File: src/rtl/shf_pkg.sv
package shf_pkg;
  typedef enum logic {SHF_RIGHT = 1'b0, SHF_LEFT = 1'b1} shf_dir_e;
  typedef enum logic {FILL_ZERO = 1'b0, FILL_SIGN = 1'b1} shf_fill_e;
endpackage

File: src/rtl/shf_precond.sv
module shf_precond #(
  parameter int W = 32
) (
  input  logic [W-1:0] din,
  input  logic         dir_left,
  input  logic         arith,
  output logic [W-1:0] word,
  output logic         fill
);
  import shf_pkg::*;

  function automatic logic [W-1:0] bit_reverse(input logic [W-1:0] v);
    logic [W-1:0] r;
    for (int i = 0; i < W; i++) r[i] = v[W-1-i];
    return r;
  endfunction

  function automatic logic pick_fill(input logic left, input logic ar, input logic msb);
    shf_fill_e mode;
    mode = (!left && ar) ? FILL_SIGN : FILL_ZERO;
    return (mode == FILL_SIGN) ? msb : 1'b0;
  endfunction

  always_comb begin
    word = (shf_dir_e'(dir_left) == SHF_LEFT) ? bit_reverse(din) : din;
    fill = pick_fill(dir_left, arith, din[W-1]);
  end

  // left shifts never use sign fill
  always_comb begin
    if (dir_left) AST_LEFT_ZERO_FILL: assert (fill == 1'b0) else $error("left shift got sign fill");
  end
endmodule

File: src/rtl/shf_stage.sv
module shf_stage #(
  parameter int W     = 32,
  parameter int SHIFT = 1
) (
  input  logic [W-1:0] x,
  input  logic         en,
  input  logic         fill,
  output logic [W-1:0] y
);
  localparam logic [W-1:0] FILL_MASK = ~({W{1'b1}} >> SHIFT);

  function automatic logic [W-1:0] step(input logic [W-1:0] v, input logic f);
    return (v >> SHIFT) | (f ? FILL_MASK : '0);
  endfunction

  always_comb y = en ? step(x, fill) : x;
endmodule

File: src/rtl/shf_cascade.sv
module shf_cascade #(
  parameter int W  = 32,
  parameter int AW = 5
) (
  input  logic [W-1:0]  word_in,
  input  logic [AW-1:0] amt,
  input  logic          fill,
  output logic [W-1:0]  word_out
);
  logic [W-1:0] chain [AW+1];

  assign chain[0] = word_in;

  // stage i is steered by amount bit AW-1-i: the largest step comes first
  for (genvar i = 0; i < AW; i++) begin : g_stage
    localparam int K = AW - 1 - i;
    shf_stage #(.W(W), .SHIFT(1 << K)) u_stage (
      .x   (chain[i]),
      .en  (amt[K]),
      .fill(fill),
      .y   (chain[i+1])
    );
    always_comb begin
      if (!fill) AST_STAGE_NO_NEW_ONES: assert ($countones(chain[i+1]) <= $countones(chain[i]))
        else $error("stage %0d added set bits", K);
      if (!amt[K]) AST_STAGE_IDLE_PASS: assert (chain[i+1] == chain[i])
        else $error("idle stage %0d changed word", K);
    end
  end

  assign word_out = chain[AW];
endmodule

File: src/rtl/shf_postcond.sv
module shf_postcond #(
  parameter int W = 32
) (
  input  logic [W-1:0] word,
  input  logic         dir_left,
  output logic [W-1:0] dout
);
  function automatic logic [W-1:0] bit_reverse(input logic [W-1:0] v);
    logic [W-1:0] r;
    for (int i = 0; i < W; i++) r[i] = v[W-1-i];
    return r;
  endfunction

  always_comb dout = dir_left ? bit_reverse(word) : word;
endmodule

File: src/rtl/barrel_shifter.sv
module barrel_shifter #(
  parameter  int DATA_W = 32,
  localparam int AMT_W  = $clog2(DATA_W)
) (
  input  logic [DATA_W-1:0] shf_in,
  input  logic [AMT_W-1:0]  shf_amt,
  input  logic              dir_left,
  input  logic              arith,
  output logic [DATA_W-1:0] shf_out
);
  logic [DATA_W-1:0] pre_word;
  logic              pre_fill;
  logic [DATA_W-1:0] core_word;
  logic [DATA_W-1:0] low_mask;
  logic [DATA_W-1:0] high_mask;

  shf_precond #(.W(DATA_W)) u_pre (
    .din     (shf_in),
    .dir_left(dir_left),
    .arith   (arith),
    .word    (pre_word),
    .fill    (pre_fill)
  );

  shf_cascade #(.W(DATA_W), .AW(AMT_W)) u_core (
    .word_in (pre_word),
    .amt     (shf_amt),
    .fill    (pre_fill),
    .word_out(core_word)
  );

  shf_postcond #(.W(DATA_W)) u_post (
    .word    (core_word),
    .dir_left(dir_left),
    .dout    (shf_out)
  );

  // masks of the vacated positions, used by the checks below
  assign low_mask  = ~({DATA_W{1'b1}} << shf_amt);
  assign high_mask = ~({DATA_W{1'b1}} >> shf_amt);

  always_comb begin
    if (shf_amt == '0) AST_ZERO_AMT_PASS: assert (shf_out == shf_in) else $error("amount 0 altered word");
    if (dir_left) AST_LEFT_LOW_ZERO: assert ((shf_out & low_mask) == '0) else $error("left fill not zero");
    if (!dir_left && !arith) AST_LRIGHT_HIGH_ZERO: assert ((shf_out & high_mask) == '0) else $error("right fill not zero");
    if (!dir_left && arith) AST_ARIGHT_SIGN_FILL: assert ((shf_out & high_mask) == (shf_in[DATA_W-1] ? high_mask : '0))
      else $error("sign fill wrong");
    if (!dir_left && arith) AST_ARIGHT_MSB_KEPT: assert (shf_out[DATA_W-1] == shf_in[DATA_W-1]) else $error("sign lost");
  end
endmodule

File: config.mk
export PLATFORM = sky130hd
export DESIGN_NAME = barrel_shifter
export DESIGN_NICKNAME = d
export VERILOG_FILES = /design/src/rtl/shf_pkg.sv /design/src/rtl/shf_precond.sv /design/src/rtl/shf_stage.sv /design/src/rtl/shf_cascade.sv /design/src/rtl/shf_postcond.sv /design/src/rtl/barrel_shifter.sv
export SDC_FILE = /design/constraint.sdc
export NUM_CORES = 1
export LEC_CHECK = 0
export ABC_AREA = 1
export BUFFER_PORTS_ARGS = -buffer_cell sky130_fd_sc_hd__buf_4
export CORE_AREA = 2 2 98 100
export DETAILED_ROUTE_END_ITERATION = 7
export DIE_AREA = 0 0 100 102
export PLACE_DENSITY = 0.62
export SLEW_MARGIN = 5
export SYNTH_ARGS = -nofsm -noshare
export SYNTH_HDL_FRONTEND = slang
export SYNTH_SLANG_ARGS = --single-unit
File: constraint.sdc
create_clock -name vclk -period 3.2
set_input_delay 0.16 -clock vclk [all_inputs]
set_output_delay 0.16 -clock vclk [all_outputs]
set_load 0.005 [all_outputs]
After elaboration in Yosys (flattened, before gate mapping)
Index checks and enable logic that the tools add are counted.

Flip-flop bits (word level): 0. Bits of input ports: 39. Output and inout port bits: 32. Logic and storage cells: 21.

Muxes and demuxes: 14. Bitwise logic cells: 5. Reduce and logical (&&, ||, !) cells: 2.

Operators by type and width (number): 32-bit two-way mux (12); 16-bit by 32-bit OR with 32-bit output (1); 24-bit by 32-bit OR with 32-bit output (1); 28-bit by 32-bit OR with 32-bit output (1); 30-bit by 32-bit OR with 32-bit output (1); 31-bit by 32-bit OR with 32-bit output (1); 1-bit two-way mux (2); 1-bit logical AND (1); 1-bit logical NOT (1).

Depth between registers and ports, before layout
Gate-level depths: netlist of run 1.

Word-level depth: 16. Mapped depth: 12. Depth with buffers taken out: 11.

Hierarchy
A second synthesis of run 1 with hierarchy kept.

Cell total of the unflattened synthesis: 700. Area, all modules: 3144.3 um^2.

By module, submodules not included: shf_precond (instances 1, cells an instance 106, area each 501.7 um^2, sequential area each 0.0 um^2); shf_postcond (instances 1, cells an instance 104, area each 494.2 um^2, sequential area each 0.0 um^2); shf_stage at u_core.g_stage[4].u_stage (instances 1, cells an instance 104, area each 494.2 um^2, sequential area each 0.0 um^2); shf_stage at u_core.g_stage[1].u_stage (instances 1, cells an instance 96, area each 451.7 um^2, sequential area each 0.0 um^2); shf_stage at u_core.g_stage[0].u_stage (instances 1, cells an instance 88, area each 412.9 um^2, sequential area each 0.0 um^2); shf_stage at u_core.g_stage[2].u_stage (instances 1, cells an instance 100, area each 399.1 um^2, sequential area each 0.0 um^2); shf_stage at u_core.g_stage[3].u_stage (instances 1, cells an instance 102, area each 390.4 um^2, sequential area each 0.0 um^2).

Least setup slack after synthesis of run 1
Ideal clock, no wire load.

Path kind: input -> output. Start: input port shf_amt[4]. End: output port shf_out[20]. Data arrival time: 1.144 ns. Required time: 3.040 ns. Setup slack: 1.896 ns. Stages on the path: 10. Buffers on the path: 2. Cells stage by stage: buf_6 -> inv_4 -> buf_6 -> nand3_1 -> nand3_1 -> nand3_2 -> nand3_1 -> nand3_1 -> nand3_1 -> nand2_1.

Longest elaborated chain between the ends: 10.

Ends and longest elaborated chain: start: declaration (line barrel_shifter.sv:6) `input logic [AMT_W-1:0] shf_amt,`; 32-bit two-way mux (*) (line shf_stage.sv:16) `always_comb y = en ? step(x, fill) : x;`; 24-bit by 32-bit OR with 32-bit output (line shf_stage.sv:13) `return (v >> SHIFT) | (f ? FILL_MASK : '0);`; 32-bit two-way mux (*) (line shf_stage.sv:16); 28-bit by 32-bit OR with 32-bit output (line shf_stage.sv:13); 32-bit two-way mux (*) (line shf_stage.sv:16); 30-bit by 32-bit OR with 32-bit output (line shf_stage.sv:13); 32-bit two-way mux (*) (line shf_stage.sv:16); 31-bit by 32-bit OR with 32-bit output (line shf_stage.sv:13); 32-bit two-way mux (*) (line shf_stage.sv:16); 32-bit two-way mux (*) (line shf_postcond.sv:14) `always_comb dout = dir_left ? bit_reverse(word) : word;`; end: declaration (line barrel_shifter.sv:9) `output logic [DATA_W-1:0] shf_out`.

Every way passes the cells marked *; elsewhere a longest branch is shown, timed or not.

Worst setup path after layout of run 1
Start: input port dir_left. End: output port shf_out[3].

Longest elaborated chain between the ends: 16. Elaborated cells between the ends (all ways): 19. Those cells by class: mux (12); bitwise (5); reduce/logical (2).

Ends and longest elaborated chain: start: declaration (line barrel_shifter.sv:7) `input logic dir_left,`; 1-bit logical NOT (line shf_precond.sv:20) `mode = (!left && ar) ? FILL_SIGN : FILL_ZERO;`; 1-bit logical AND (line shf_precond.sv:20); 1-bit two-way mux (line shf_precond.sv:20); 1-bit two-way mux (line shf_precond.sv:21) `return (mode == FILL_SIGN) ? msb : 1'b0;`; 32-bit two-way mux (line shf_stage.sv:13); 16-bit by 32-bit OR with 32-bit output (line shf_stage.sv:13); 32-bit two-way mux (line shf_stage.sv:16); 24-bit by 32-bit OR with 32-bit output (line shf_stage.sv:13); 32-bit two-way mux (line shf_stage.sv:16); 28-bit by 32-bit OR with 32-bit output (line shf_stage.sv:13); 32-bit two-way mux (line shf_stage.sv:16); 30-bit by 32-bit OR with 32-bit output (line shf_stage.sv:13); 32-bit two-way mux (line shf_stage.sv:16); 31-bit by 32-bit OR with 32-bit output (line shf_stage.sv:13); 32-bit two-way mux (line shf_stage.sv:16); 32-bit two-way mux (*) (line shf_postcond.sv:14).

Marked as above.

==> metrics.yaml, run 1 <==
status: "finished clean"
startpoint_type: "input pin"
power_mw: 0.640
syn_inst: 524
p_clk_share_pct: 0
vias_per_cell: 5.70
crit_fanout: 32
finalMaxSlewViolations: 0
n_clock_buffer: 0
intPower_mw: 0.251
post-route-min-period_ns: 2.55
core_region_area_um2: 9110
wire_per_inst_um: 15.7
cp.required_ns: 3.04
drc_errors: 0
grt_max_degree: 65
power_density_nw_per_um2: 181
switching_share_pct: 60.7
grt_overflow: 0
dieArea_um2: 10200
fin_util_pct: 38.8
drtIter0Drc: 249
drv_cap: 0
end_kind: "primary output"
die_x_um: 100
finalHoldViolCount: 0
peakVddDrop_v: 0.0000735
synthSimpleGateAreaFrac_pct: 88.1
track_usage_pct: 20.4
drive_above_1_share_pct: 34.6
die_h_um: 102
io_buffers: 71
grt_pass1_wl_um: 17300
p_seq_share_pct: 0
endpoint: "shf_out[3]"
met2_length_um: 5070
slew_headroom_pct: 34.1
synth_fa_ha_area_share_pct: 0
whs_path_depth: 6
synth.avg_cell_area_um2: 6.01
place_hpwl_um: 8230
synth_top_family_by_area: "simple AND/OR/NAND/NOR gates"
seq_cells: 0
drt-total-wl_um: 10400
fmax_mhz: 393
power_switching_mw: 0.388
met3_length_um: 393
worst_pin_slew_ns: 0.988
hold_path.class: "input pin to primary output"
grt_pass1_vias: 3566
diodes: 0
io_pins: 71
multi_input_area_um2: 2770
yosysUniqueCellTypes: 17
fillers: 1015
regArea_um2: 0
syn-cell-area_um2: 3150
antenna_found_initial: 0
syn_to_final_growth_pct: 12.2
synth-compound-area-share_pct: 0
comb_power_share_pct: 100.0
post_cts_buffers: 0
syn_nets: 563
synth.top_cell.area_share_pct: 38.6
cts_hold_buf: 0
place_congestion: 0.904
initial_core_util_pct: 34.6
path_class: "input pin to primary output"
arrival_ns: 2.39
ys_warn_count: 0
startpoint: "dir_left"
rsz0062_at_grt: "no"
firstDrtPassIters: 5
highest_layer: "met4"
final.setup.tns_ns: 0
power.leakage_nw: 1.76
synth.area.top_cells: "nand3_1, nand3_2, nand2_1, buf_2, nand2_4"
setup_viol: 0
synth_xor_area_share_pct: 0
wl_met1_um: 4740
fp-row-count: 35
min_period_over_period_pct: 79.6
ant_nets: 0
vias: 3781
muxShareOfSynthArea_pct: 0
synth_top_area_cell: "nand3_1"
cts_resized: 0
final_nets: 593
ys_seq_area_share_pct: 0
worst min path at each step:
stage | from | endpoint | slack, ns
after floorplan | arith | shf_out[0] | 0.58
after global placement | arith | shf_out[31] | 0.88
after detailed placement | arith | shf_out[0] | 0.88
after CTS | arith | shf_out[0] | 0.88
after global routing | shf_amt[0] | shf_out[23] | 0.94
final | arith | shf_out[0] | 0.89
layout make-up:
class / instances / share of cell area, %
Tap cell: 111 / 3.93
Inverter: 9 / 1.03
Multi-Input combinational cell: 467 / 78.5
Timing Repair Buffer: 76 / 16.5
power groups by stage:
stage	Combinational, mW	Clock, mW	Sequential (mW)
after CTS	0.641	0	0
after detailed placement	0.639	0	0
final	0.640	0	0
after global routing	0.714	0	0
after global placement	0.632	0	0
after floorplan	0.450	0	0
cells in the final DEF, fill, tap and decap left out:
cell and instances:
nand3_2 91, nand3_4 4, nand2_1 112, nand3_1 243, buf_12 1, inv_2 2, inv_4 1, inv_1 6
nand2_4 10, nand2_2 7, buf_4 75
stage by stage:
step	setup WS [ns]	hold slack, ns	area (um2)	std cells
final	0.654	0.890	3530	663
after global routing	0.368	0.943	3530	663
after CTS	0.671	0.880	3530	663
after detailed placement	0.672	0.879	3530	663
after global placement	0.737	0.883	3530	663
after floorplan	1.90	0.578	3150	524
kinds of logic (layout without fill, tap and decap cells):
kind of cell  count (synthesis)  count (layout)
simple gates                467             467
buf+inv                      57              85
layer usage:
metal | up-vias | track usage (%)
met5 | - | 0
met4 | 0 | 3.79
met3 | 14 | 1.50
met2 | 87 | 37.4
met1 | 1763 | 26.6
li1 | 1917 | -
synth_stat cells:
master and n:
buf_1 1, clkbuf_4 2, nand3_4 4, nand2_1 112
nand2_2 7, nand3_1 243, clkbuf_1 2, buf_4 9
buf_2 24, nand3_2 91, buf_6 8, inv_2 2
nand2_4 10, inv_1 6, buf_8 1, buf_12 1
inv_4 1
worst max-delay path, stage by stage:
cell and delay, ns:
buf_4 0.11, inv_2 0.36, nand3_2 0.18, nand2_2 0.56
nand3_1 0.26, nand2_1 0.12, nand2_1 0.08, nand3_1 0.10
nand3_1 0.08, nand2_1 0.13, nand2_1 0.05, nand2_1 0.08
buf_4 0.10
Note: power is estimated with default switching activity, not from simulation.
==> run 2: changes to the inputs <==
- PLACE_DENSITY: 0.62 -> 0.64
- clock period: 3.2 -> 2.1 ns (I/O delays scaled with it)
==> metrics.yaml, run 2 (synthesis gave the netlist of run 1 again) <==
status: "finished clean"  # unchanged
finalMaxSlewViolations: 0  # unchanged
drt-total-wl_um: 10500  # was 10,400 um
io_buffers: 71  # unchanged
p_seq_share_pct: 0  # about the same
p_clk_share_pct: 0  # about the same
crit_top_cell: "nand2_1"  # unchanged
die_h_um: 102  # unchanged
regArea_um2: 0  # unchanged
io_pins: 71  # unchanged
syn_to_final_growth_pct: 15.8  # was 12.2%
fillers: 1036  # was 1,015
grt_pass1_wl_um: 17000  # was 17,300 um
cts_hold_buf: 0  # unchanged
switching_share_pct: 59.6  # was 60.7%
drtIter0Drc: 285  # was 249
fp-row-count: 35  # unchanged
worst-path-stages: 13  # unchanged
fin_util_pct: 40.0  # was 38.8%
cts_resized: 0  # unchanged
setup_viol: 0  # unchanged
grt_pass1_vias: 3532  # was 3,566
min_period_over_period_pct: 85.0
path_buf_inv: 3  # unchanged
diodes: 0  # unchanged
place_congestion: 0.986  # was 0.904
rsz0062_at_grt: "no"  # unchanged
post_cts_buffers: 0  # unchanged
firstDrtPassIters: 5  # unchanged
seq_cells: 0  # unchanged
final_common_cell: "nand3_1"  # unchanged
wire_per_inst_um: 15.6  # was 15.7 um
path_delay_family: "simple AND/OR/NAND/NOR gates"  # unchanged
drv_cap: 0  # unchanged
fmax_mhz: 560
hold_path.class: "input pin to primary output"  # unchanged
crit_chain: "buf_4 > buf_4 > nand2_1 > nand3_1 > nand3_1 > nand2_1 > nand2_1 > nand3_1 > nand3_1 > nand2_1 > nand2_1 > nand2_1 > buf_4"  # was buf_4 > inv_2 > nand3_2 > nand2_2 > nand3_1 > nand2_1 > nand2_1 > nand3_1 > nand3_1 > nand2_1 > nand2_1 > nand2_1 > buf_4
end_kind: "primary output"  # unchanged
initial_core_util_pct: 34.6  # unchanged
post-place-ws_ns: 0.324  # was 0.672 ns
intPower_mw: 0.405  # was 0.251 mW
finalHoldViolCount: 0  # unchanged
final.setup.tns_ns: 0  # unchanged
vias: 3885  # was 3,781
vias_per_cell: 5.76  # was 5.70
final_cell_mix: "nand3_1, nand2_1, nand3_2"  # unchanged
n_clock_buffer: 0  # unchanged
place_hpwl_um: 8440  # was 8230 um
drc_errors: 0  # unchanged
slew_headroom_pct: 72.6  # was 34.1%
grt_max_degree: 42  # was 65
core_region_area_um2: 9110  # unchanged
antenna_found_initial: 0  # unchanged
cp_slowest_cell: "buf_4"  # was nand2_2
power.leakage_nw: 1.83  # was 1.76 nW
final_nets: 605  # was 593
peakVddDrop_v: 0.0000986  # was 0.0000735 V
ant_nets: 0  # unchanged
worst_pin_slew_ns: 0.411  # was 0.988 ns
fin_ws_ns: 0.315  # was 0.654 ns
crit_fanout: 41  # was 32
track_usage_pct: 20.2  # was 20.4%
cpPeakStageDelay_ns: 0.36  # was 0.56 ns
drive_above_1_share_pct: 36.0  # was 34.6%
cp.required_ns: 2.00  # was 3.04 ns
die_x_um: 100  # unchanged
comb_power_share_pct: 100.0  # about the same
dieArea_um2: 10200  # unchanged
power_density_nw_per_um2: 275  # was 181 nW/um2
arrival_ns: 1.68  # was 2.39 ns
endpoint: "shf_out[3]"  # unchanged
power_switching_mw: 0.597  # was 0.388 mW
post-route-min-period_ns: 1.78
startpoint: "dir_left"  # unchanged
path_class: "input pin to primary output"  # unchanged
startpoint_type: "input pin"  # unchanged
grt_overflow: 0  # unchanged
==> run 2: changes by cell type in the layout (fill, tap and decap cells not counted), sizes merged <==
| cell | previous run | this run |
|---|---|---|
| buf | 76 | 88 |
==> run 2: per-layer routing <==
metal | part of all wire (%) | track usage (%) | vias up
met1 | 44 | 25.6 | 1826
met4 | 2.0 | 4.11 | 0
met2 | 50 | 37.2 | 104
met3 | 4.3 | 2.05 | 18
li1 | - | - | 1937
met5 | 0 | 0 | -
==> run 2: power groups by stage <==
stage          clock [mW]  sequential, mW  combinational, mW
2_1_floorplan           0               0              0.685
3_3_place_gp            0               0              0.989
3_5_place_dp            0               0               1.00
4_1_cts                 0               0               1.00
5_1_grt                 0               0               1.11
6_report                0               0               1.00
==> run 2: worst min-delay path, delay by kind of cell <==
kind / cells / cell delay (ns)
buf+inv: 2 / 0.18
simple gates: 4 / 0.42
==> run 2: final cells by class <==
cell class         count  area (um2)  area share [%]
multi-input cells    467        2770            76.1
repair buffers        88         698            19.1
well taps            111         139            3.81
inverters              9        36.3           0.995
==> run 2: through the flow <==
stage,instance area [um2],hold slack (ns),power [mW],std cells
3_3_place_gp,3650,0.815,0.989,675
3_5_place_dp,3650,0.812,1.00,675
2_1_floorplan,3150,0.468,0.685,524
6_report,3650,0.825,1.00,675
5_1_grt,3650,0.857,1.11,675
4_1_cts,3650,0.812,1.00,675
==> run 2: worst min-delay path by stage <==
stage / cells after the start / startpoint / endpoint / slack [ns]
final: 6 / arith / shf_out[0] / 0.82
after global routing: 6 / dir_left / shf_out[28] / 0.86
after CTS: 6 / arith / shf_out[0] / 0.81
after detailed placement: 6 / arith / shf_out[0] / 0.81
after global placement: 6 / dir_left / shf_out[28] / 0.81
after floorplan: 4 / arith / shf_out[0] / 0.47
==> run 3: changes to the inputs <==
- PLACE_DENSITY: 0.64 -> 0.62
- clock period: 2.1 -> 1.8 ns (I/O delays scaled with it)
==> metrics.yaml, run 3 (synthesis gave the netlist of run 1 again) <==
p_seq_share_pct: 0  # about the same
power_switching_mw: 0.721  # was 0.597 mW
min_period_over_period_pct: 92.8
power_density_nw_per_um2: 318  # was 275 nW/um2
n_clock_buffer: 0  # unchanged
vias: 3906  # was 3,885
min-delay-start: "dir_left"  # was arith
ant_nets: 0  # unchanged
hold_path.class: "input pin to primary output"  # unchanged
crit_fanout: 11  # was 41
core_region_area_um2: 9110  # unchanged
regArea_um2: 0  # unchanged
power_mw: 1.24  # was 1.00 mW
switching_share_pct: 58.0  # was 59.6%
comb_power_share_pct: 100.0  # about the same
grt_overflow: 0  # unchanged
seq_cells: 0  # unchanged
drc_errors: 0  # unchanged
cp.required_ns: 1.71  # was 2.00 ns
end_kind: "primary output"  # unchanged
grt_pass1_vias: 3583  # was 3,532
rsz0062_at_grt: "no"  # unchanged
grt_max_degree: 65  # was 42
slew_headroom_pct: 73.3  # was 72.6%
fillers: 974  # was 1,036
crit_top_cell: "nand3_1"  # was nand2_1
vias_per_cell: 5.74  # was 5.76
place_congestion: 0.919  # was 0.986
cpPeakStageDelay_ns: 0.16  # was 0.36 ns
diodes: 0  # unchanged
die_x_um: 100  # unchanged
final_common_cell: "nand3_1"  # unchanged
firstDrtPassIters: 5  # unchanged
antenna_found_initial: 0  # unchanged
worst_pin_slew_ns: 0.400  # was 0.411 ns
multi_input_area_um2: 2840  # was 2770 um2
final_cells: 680  # was 675
syn_to_final_growth_pct: 24.0  # was 15.8%
post_cts_buffers: 0  # unchanged
path_delay_family: "simple AND/OR/NAND/NOR gates"  # unchanged
finalHoldViolCount: 0  # unchanged
startpoint_type: "input pin"  # unchanged
peakVddDrop_v: 0.000180  # was 0.0000986 V
cp_slowest_cell: "buf_4"  # unchanged
drive_above_1_share_pct: 38.3  # was 36.0%
power.leakage_nw: 1.94  # was 1.83 nW
path_class: "input pin to primary output"  # unchanged
crit_chain: "buf_4 > inv_4 > buf_12 > buf_12 > nand2_1 > nand3_1 > nand3_2 > nand3_1 > nand3_1 > nand3_1 > nand3_1 > nand2_1 > buf_4"  # was buf_4 > buf_4 > nand2_1 > nand3_1 > nand3_1 > nand2_1 > nand2_1 > nand3_1 > nand3_1 > nand2_1 > nand2_1 > nand2_1 > buf_4
grt_pass1_wl_um: 17400  # was 17,000 um
setup_viol: 0  # unchanged
track_usage_pct: 20.6  # was 20.2%
post-route-min-period_ns: 1.67
finalMaxSlewViolations: 0  # unchanged
placed_cells: 676  # was 675
drv_cap: 0  # unchanged
p_clk_share_pct: 0  # about the same
status: "finished clean"  # unchanged
die_h_um: 102  # unchanged
fmax_mhz: 599
path_buf_inv: 5  # was 3
whs_path_depth: 5  # was 6
intPower_mw: 0.522  # was 0.405 mW
fp-row-count: 35  # unchanged
final_nets: 610  # was 605
dieArea_um2: 10200  # unchanged
arrival_ns: 1.58  # was 1.68 ns
initial_core_util_pct: 34.6  # unchanged
io_pins: 71  # unchanged
final_cell_mix: "nand3_1, nand2_1, nand3_2"  # unchanged
drt-total-wl_um: 10900  # was 10,500 um
wire_per_inst_um: 16.0  # was 15.6 um
final.setup.tns_ns: 0  # unchanged
drtIter0Drc: 243  # was 285
io_buffers: 71  # unchanged
whs_endpoint: "shf_out[3]"  # was shf_out[0]
place_hpwl_um: 8380  # was 8440 um
[run 3: changes by cell type in the layout (fill, tap and decap cells not counted), sizes merged]
cell / delta
buf: +1
clkbuf: +4
[run 3: repair_timing]
action	4_1_cts	5_1_grt
setup endpoints to repair	0	20
gates resized for setup	0	16
hold buffers	0	0
[run 3: worst max-delay path by stage]
stage / startpoint / to / slack (ns) / depth (start not counted)
floorplan: shf_amt[4] / shf_out[20] / 0.64 / 10
global placement: dir_left / shf_out[26] / 0.11 / 13
detailed placement: dir_left / shf_out[26] / 0.09 / 13
CTS: dir_left / shf_out[26] / 0.08 / 13
global route: dir_left / shf_out[29] / 0.009 / 13
finish: dir_left / shf_out[9] / 0.13 / 13
[run 3: through the flow]
stage               utilization [%]  setup slack, ns  hold slack, ns  instance area, um2
finish                         42.9            0.130           0.804                3910
global route                   42.9          0.00898           0.831                3910
CTS                            40.9           0.0817           0.773                3730
detailed placement             40.9           0.0870           0.773                3730
global placement               40.9            0.109           0.773                3730
floorplan                         -            0.636           0.438                3150
[run 3: cell type report]
| type | instances | share of cell area, % |
|---|---|---|
| Tap cell | 111 | 3.56 |
| Timing Repair Buffer | 93 | 22.7 |
| Inverter | 9 | 1.06 |
| Multi-Input combinational cell | 467 | 72.6 |
[run 3: power groups by stage]
stage                     registers [mW]  clock network, mW  logic (mW)
after floorplan                        0                  0       0.799
after global routing                   0                  0        1.38
after global placement                 0                  0        1.18
after CTS                              0                  0        1.19
final                                  0                  0        1.24
after detailed placement               0                  0        1.19
[run 3: layer usage]
layer  vias to the layer above  wire (um)  track usage (%)
met3                        12        456             1.44
met5                         -          0                0
li1                       1950          -                -
met4                         0        129             3.37
met1                      1844       4880             27.1
met2                       100       5410             37.6
